`src/rtl/sbs_pkg.sv`:
```
package sbs_pkg;

    typedef enum logic [1:0] {
        POOL_INIT = 2'd0,
        POOL_OPEN = 2'd1,
        POOL_FULL = 2'd2
    } pool_state_e;

    typedef enum logic {
        KIND_VTX = 1'b0,
        KIND_FRG = 1'b1
    } batch_kind_e;

endpackage

```
`src/rtl/sbs_idle_pick.sv`:
```
module sbs_idle_pick #(
    parameter int N     = 4,
    parameter int IDX_W = 2
) (
    input  logic             clk,
    input  logic             rst_n,
    input  logic [N-1:0]     idle,
    output logic             found,
    output logic [IDX_W-1:0] idx
);

    // Lowest index wins: scan from the top down so the last hit is the lowest.
    always_comb begin
        found = 1'b0;
        idx   = '0;
        for (int i = N - 1; i >= 0; i--) begin
            if (idle[i]) begin
                found = 1'b1;
                idx   = IDX_W'(i);
            end
        end
    end


    enc_hits_idle_chk: assert property (@(posedge clk) disable iff (!rst_n)
        found |-> idle[idx]);


    enc_lowest_chk: assert property (@(posedge clk) disable iff (!rst_n)
        found |-> ((idle & ((N'(1) << idx) - N'(1))) == '0));

endmodule

```
`src/rtl/sbs_busy_track.sv`:
```
module sbs_busy_track #(
    parameter int N = 4
) (
    input  logic         clk,
    input  logic         rst_n,
    input  logic [N-1:0] grant_vec,
    input  logic [N-1:0] done_vec,
    output logic [N-1:0] busy_q,
    output logic [N-1:0] busy_next
);

    generate
        for (genvar g = 0; g < N; g++) begin : g_slot
            always_comb begin
                if (grant_vec[g])
                    busy_next[g] = 1'b1;
                else if (done_vec[g])
                    busy_next[g] = 1'b0;
                else
                    busy_next[g] = busy_q[g];
            end

            always_ff @(posedge clk) begin
                if (!rst_n)
                    busy_q[g] <= 1'b0;
                else
                    busy_q[g] <= busy_next[g];
            end


            rise_needs_grant_chk: assert property (@(posedge clk) disable iff (!rst_n)
                $rose(busy_q[g]) |-> $past(grant_vec[g]));


            fall_needs_done_chk: assert property (@(posedge clk) disable iff (!rst_n)
                $fell(busy_q[g]) |-> $past(done_vec[g]));
        end
    endgenerate

endmodule

```
`src/rtl/sbs_arbiter.sv`:
```
module sbs_arbiter
    import sbs_pkg::*;
#(
    parameter int HANDLE_W = 8
) (
    input  logic                pool_open,
    input  logic                any_idle,
    input  logic                vtx_valid,
    input  logic [HANDLE_W-1:0] vtx_handle,
    input  logic                frg_valid,
    input  logic [HANDLE_W-1:0] frg_handle,
    output logic                vtx_ready,
    output logic                frg_ready,
    output logic                take,
    output batch_kind_e         take_kind,
    output logic [HANDLE_W-1:0] take_handle
);

    logic can_take;

    always_comb begin
        can_take  = pool_open && any_idle;
        vtx_ready = can_take;
        frg_ready = can_take && !vtx_valid;
        if (vtx_valid && vtx_ready) begin
            take        = 1'b1;
            take_kind   = KIND_VTX;
            take_handle = vtx_handle;
        end else if (frg_valid && frg_ready) begin
            take        = 1'b1;
            take_kind   = KIND_FRG;
            take_handle = frg_handle;
        end else begin
            take        = 1'b0;
            take_kind   = KIND_VTX;
            take_handle = '0;
        end
    end

    // a single handshake per cycle
    always_comb begin
        one_take_chk: assert ($onehot0({vtx_valid && vtx_ready, frg_valid && frg_ready}));
    end

endmodule

```
`src/rtl/shader_batch_sched.sv`:
```
module shader_batch_sched
    import sbs_pkg::*;
#(
    parameter int NUM_PROC        = 4,
    parameter int PROC_PER_SLICE  = 2,
    parameter int HANDLE_W        = 8,
    parameter int VTX_PER_BATCH   = 16,
    parameter int QUADS_PER_BATCH = 4,
    parameter int PIX_PER_QUAD    = 4,
    localparam int IDX_W     = (NUM_PROC > 1) ? $clog2(NUM_PROC) : 1,
    localparam int NUM_SLICE = (NUM_PROC + PROC_PER_SLICE - 1) / PROC_PER_SLICE,
    localparam int SLICE_W   = (NUM_SLICE > 1) ? $clog2(NUM_SLICE) : 1,
    localparam int FRG_ITEMS = QUADS_PER_BATCH * PIX_PER_QUAD,
    localparam int MAX_ITEMS = (VTX_PER_BATCH > FRG_ITEMS) ? VTX_PER_BATCH : FRG_ITEMS,
    localparam int ITEM_W    = $clog2(MAX_ITEMS + 1)
) (
    input  logic                clk,
    input  logic                rst_n,
    input  logic                vtx_valid,
    input  logic [HANDLE_W-1:0] vtx_handle,
    output logic                vtx_ready,
    input  logic                frg_valid,
    input  logic [HANDLE_W-1:0] frg_handle,
    output logic                frg_ready,
    input  logic [NUM_PROC-1:0] proc_done,
    output logic [NUM_PROC-1:0] proc_busy,
    output logic                asg_valid,
    output logic [IDX_W-1:0]    asg_proc,
    output logic [SLICE_W-1:0]  asg_slice,
    output logic                asg_kind,
    output logic [HANDLE_W-1:0] asg_handle,
    output logic [ITEM_W-1:0]   asg_items
);

    pool_state_e         state_q, state_d;
    logic                pool_open;
    logic [NUM_PROC-1:0] busy_q, busy_next, idle_vec, grant_vec;
    logic                any_idle;
    logic [IDX_W-1:0]    pick_idx;
    logic                take;
    batch_kind_e         take_kind;
    logic [HANDLE_W-1:0] take_handle;
    batch_kind_e         kind_q;

    assign idle_vec  = ~busy_q;
    assign proc_busy = busy_q;
    assign asg_kind  = kind_q;

    sbs_idle_pick #(.N(NUM_PROC), .IDX_W(IDX_W)) pick_i (
        .clk   (clk),
        .rst_n (rst_n),
        .idle  (idle_vec),
        .found (any_idle),
        .idx   (pick_idx)
    );

    sbs_arbiter #(.HANDLE_W(HANDLE_W)) arb_i (
        .pool_open   (pool_open),
        .any_idle    (any_idle),
        .vtx_valid   (vtx_valid),
        .vtx_handle  (vtx_handle),
        .frg_valid   (frg_valid),
        .frg_handle  (frg_handle),
        .vtx_ready   (vtx_ready),
        .frg_ready   (frg_ready),
        .take        (take),
        .take_kind   (take_kind),
        .take_handle (take_handle)
    );

    assign grant_vec = take ? (NUM_PROC'(1) << pick_idx) : '0;

    sbs_busy_track #(.N(NUM_PROC)) busy_i (
        .clk       (clk),
        .rst_n     (rst_n),
        .grant_vec (grant_vec),
        .done_vec  (proc_done),
        .busy_q    (busy_q),
        .busy_next (busy_next)
    );

    // Pool controller: state register
    always_ff @(posedge clk) begin
        if (!rst_n)
            state_q <= POOL_INIT;
        else
            state_q <= state_d;
    end

    // Pool controller: transitions
    always_comb begin
        state_d = state_q;
        unique case (state_q)
            POOL_INIT: state_d = POOL_OPEN;
            POOL_OPEN: if (&busy_next) state_d = POOL_FULL;
            POOL_FULL: if (!(&busy_next)) state_d = POOL_OPEN;
            default:   state_d = POOL_INIT;
        endcase
    end

    // Pool controller: outputs
    always_comb begin
        unique case (state_q)
            POOL_OPEN: pool_open = 1'b1;
            POOL_INIT,
            POOL_FULL: pool_open = 1'b0;
            default:   pool_open = 1'b0;
        endcase
    end

    // Assignment record
    always_ff @(posedge clk) begin
        if (!rst_n) begin
            asg_valid  <= 1'b0;
            asg_proc   <= '0;
            asg_slice  <= '0;
            kind_q     <= KIND_VTX;
            asg_handle <= '0;
            asg_items  <= '0;
        end else begin
            asg_valid <= take;
            if (take) begin
                asg_proc   <= pick_idx;
                asg_slice  <= SLICE_W'(32'(pick_idx) / PROC_PER_SLICE);
                kind_q     <= take_kind;
                asg_handle <= take_handle;
                asg_items  <= (take_kind == KIND_VTX) ? ITEM_W'(VTX_PER_BATCH)
                                                      : ITEM_W'(FRG_ITEMS);
            end
        end
    end


    busy_on_assign_chk: assert property (@(posedge clk) disable iff (!rst_n)
        asg_valid |-> busy_q[asg_proc]);


    frg_after_no_vtx_chk: assert property (@(posedge clk) disable iff (!rst_n)
        (asg_valid && kind_q == KIND_FRG) |-> $past(!vtx_valid));


    full_blocks_chk: assert property (@(posedge clk) disable iff (!rst_n)
        (&busy_q) |-> (!vtx_ready && !frg_ready));


    init_blocks_chk: assert property (@(posedge clk) disable iff (!rst_n)
        (state_q == POOL_INIT) |-> (!vtx_ready && !frg_ready && !asg_valid));

endmodule

```
`config.mk`:
```
export PLATFORM = sky130hd
export DESIGN_NAME = shader_batch_sched
export DESIGN_NICKNAME = d
export VERILOG_FILES = /design/src/rtl/sbs_pkg.sv /design/src/rtl/sbs_idle_pick.sv /design/src/rtl/sbs_busy_track.sv /design/src/rtl/sbs_arbiter.sv /design/src/rtl/shader_batch_sched.sv
export SDC_FILE = /design/constraint.sdc
export NUM_CORES = 1
export LEC_CHECK = 0
export ABC_AREA = 0
export BUFFER_PORTS_ARGS = -buffer_cell sky130_fd_sc_hd__buf_2
export CORE_MARGIN = 10
export CORE_UTILIZATION = 45
export CTS_BUF_LIST = sky130_fd_sc_hd__clkbuf_8 sky130_fd_sc_hd__clkbuf_16
export DETAILED_ROUTE_END_ITERATION = 8
export GPL_TIMING_DRIVEN = 1
export PLACE_DENSITY = 0.79
export SYNTH_ARGS = -nofsm -noshare
export SYNTH_HDL_FRONTEND = slang
export SYNTH_SLANG_ARGS = --single-unit
export TNS_END_PERCENT = 20
```
`constraint.sdc`:
```
create_clock -name clk -period 2.3 [get_ports clk]
set_input_delay 0.115 -clock clk [delete_from_list [all_inputs] [get_ports clk]]
set_output_delay 0.115 -clock clk [all_outputs]
set_load 0.1 [all_outputs]
```
==> run_results.csv <==
group,metric,value,unit
critical_path,worstPathMaxFanout,8,
floorplan,core,1960,sq um
floorplan,fp.dieW,65.6,um
yosys,avgSynthCellArea,9.01,sq um
power,seqPwrFrac,41.9,%
yosys,synth_area_leaders,"dfxtp_1 41%, a211oi_2 11%, nor2_1 6.8%, o22ai_1 5.3%, buf_4 4.0%",
clocking,cts_setup_buffers,0,
yosys,ys_ff_latch,19,
critical_path,rr_worst_depth,5,
clocking,clkTransAtPathRegs,60,ps
power,leakagePower,0.525,nW
clocking,cts_resized,0,
finish,drive_gt1_share,41.1,%
yosys,synthCells,104,
run,maxCapViolations,0,
clocking,cts_hold_buffers,0,
clocking,tritoncts,"done",
worst_hold_path,min_to,"busy_i.busy_q[2]",
finish,nNetsFinal,171,
yosys,netlist_area,937,sq um
critical_path,worstSetupPathType,"flop to primary output",
sta,finalHoldViolCount,0,
detailed_routing,drtIter0Drc,40,
sta,fin_crit,1800,ps
placement,dp_hpwl,1960,um
sta,tightest_slew,602,ps
power,clkPwrFrac,25.4,%
critical_path,r2r_end,"state_q[0]",
detailed_routing,num_vias,898,
critical_path,timing.rr.start,"state_q[1]",
detailed_routing,drc_errors,0,
sta,finClkSkew,1.48,ps
detailed_routing,routed_wl,2440,um
placement,place_congestion,0.853,
yosys,synth_area_leader_cell,"dfxtp_1",
clocking,clock_latency,250,ps
grt,grt_max_degree,19,
power,powerDensity,723,nW/um^2
floorplan,dieArea,4310,sq um
critical_path,required,2180,ps
power,switching_share,39.2,%
detailed_routing,antenna_left,0,
yosys,synth_top_area_share,40.6,%
critical_path,cp-end-kind,"primary output",
clocking,clk_path_buf_depth,2,
clocking,cts_sinks,19,
detailed_routing,wl_per_cell,14.1,um
sta,layout_setup_ws,498,ps
sta,min_period_over_period,78.3,%
power,peakVddDrop,0.433,mV
yosys,ys_warn_count,0,
grt,antenna_found_initial,0,
clocking,cts-root-buf,"clkbuf_8",
sta,slew_headroom,59.6,%
placement,portBuffers,43,
worst_hold_path,worstHoldPathCells,2,
grt,grt.total_usage,11.0,%
run_status,status,"finished, final reports clean",
floorplan,start_util,47.8,%
sta,timing.fmax,555,MHz
finish,n_antenna_cell,0,
yosys,synth_cell_type_count,31,
grt,gr-total-overflow,0,
grt,grt_pass1_vias,882,
grt,grt_first_pass_wirelength,3870,um
critical_path,start_kind,"flop",
clocking,cts-htree-levels,1,
detailed_routing,dr.pass1.iters,4,
floorplan,rows,16,
critical_path,arrival,1690,ps
power,p_comb_share,32.8,%
sta,slew_violations,0,
floorplan,io_pins,48,
worst_hold_path,hp-class,"input pin to flop",
clocking,cts_buffers,3,
worst_hold_path,min-delay-start,"rst_n",
sta,report.final.setup_viol,0,
power,p_int,520,uW
sta,rsz0062_at_grt,"no",
floorplan,die_y,65.6,um
finish,areaGrowthSynthToFinish,26.3,%
yosys,ys_seq_area_share,40.6,%
critical_path,reg2reg_slack,680,ps
power,netSwitchingPower,336,uW
detailed_routing,via_per_inst,5.19,
sta,final.setup.tns,0,ps
placement,pre_cts_slack,697,ps
finish,final_util,60.3,%
-- layer usage --
layer	up-vias	track usage [%]	wire length (um)
li1	451	-	-
met1	402	11.9	1110
met2	41	16.5	967
met3	4	6.27	333
met4	0	5.61	31
met5	-	0	0
-- logic make-up after synthesis --
| logic type | count (synthesis) | share of synthesized area, % |
|---|---|---|
| flip-flops | 19 | 40.6 |
| AND/OR/NAND/NOR | 37 | 19.6 |
| AO/OA/AOI/OAI | 31 | 28.0 |
| XOR/XNOR | 1 | 0.935 |
| multiplexers | 1 | 1.07 |
| buffers and inverters | 14 | 9.35 |
| other | 1 | 0.400 |
-- synthesized netlist by cell type --
master and number:
mux2i_1 1, o21a_1 2, buf_6 2, o21ai_0 1, or3_1 1, nor2b_1 2
a22oi_1 1, nor2_4 1, clkinv_1 2, nor2_1 17, a211oi_1 3, o41ai_1 1
nor3_1 4, xnor2_1 1, buf_4 5, a21oi_1 5, o31ai_1 1, inv_1 3
nor2_2 1, a41o_4 1, dfxtp_1 19, nand2b_1 4, nand2_1 4, o22ai_1 8
nand3_1 1, nor4_1 1, nor4_2 1, clkbuf_1 1, conb_1 1, a211oi_2 8
buf_2 1
-- how the worst max path moves through the flow --
stage	start	endpoint	slack [ps]	cells past startpoint
after floorplan	busy_i.busy_q[2]	asg_kind	100	4
after global placement	state_q[1]	asg_proc[1]	770	5
after detailed placement	state_q[1]	state_q[0]	700	5
after CTS	state_q[1]	vtx_ready	500	4
after global routing	state_q[0]	vtx_ready	420	4
final	state_q[1]	vtx_ready	500	4
-- power groups by stage --
stage | clock network, mW | logic, mW | registers, mW
finish | 0.217 | 0.281 | 0.358
global route | 0.233 | 0.295 | 0.360
CTS | 0.226 | 0.282 | 0.358
detailed placement | 0 | 0.282 | 0.366
global placement | 0 | 0.277 | 0.365
floorplan | 0 | 0.116 | 0.489
-- layout by cell type (no fill, tap or decap), drive strengths merged --
master | Yosys | final
o31ai | 1 | 1
nor3 | 4 | 4
nor2 | 19 | 19
nor2b | 2 | 2
o21a | 2 | 2
a21oi | 5 | 5
dfxtp | 19 | 19
nand2b | 4 | 4
inv | 3 | 4
a41o | 1 | 1
mux2i | 1 | 1
clkinv | 2 | 2
a22oi | 1 | 1
nand2 | 4 | 4
nor4 | 2 | 2
clkbuf | 1 | 3
xnor2 | 1 | 1
buf | 8 | 44
o41ai | 1 | 1
or3 | 1 | 1
o21ai | 1 | 1
a211oi | 11 | 11
o22ai | 8 | 8
conb | 1 | 4
nand3 | 1 | 1
-- registers in the layout, indices dropped and copies added, names as in the netlist --
register and count:
asg_handle 8, asg_proc 2, asg_valid 1, asg_items 1
asg_kind 1, state_q 2, busy_i.busy_q 4
-- through the flow --
step | power (mW) | hold slack (ps) | instances | instance area (sq um)
floorplan | 0.604 | 212 | 107 | 951
global placement | 0.643 | 338 | 169 | 1140
detailed placement | 0.648 | 351 | 169 | 1140
CTS | 0.866 | 87.8 | 173 | 1180
global route | 0.889 | 95.8 | 173 | 1180
finish | 0.856 | 87.7 | 173 | 1180
-- layout make-up --
| cell class | instances | area [sq um] |
|---|---|---|
| fillers | 197 | 778 |
| multi-input cells | 74 | 483 |
| flip-flops and latches | 19 | 380 |
| repair buffers | 44 | 223 |
| clock buffers | 3 | 41.3 |
| well taps | 27 | 33.8 |
| inverters | 5 | 18.8 |
| clock inverters | 1 | 3.75 |
-- critical path, stage by stage (launching register included) --
cell	delay, ps
dfxtp_1	340
nand2b_1	260
a41o_4	330
inv_1	80
buf_2	430
(Power assumes the default switching activity.)
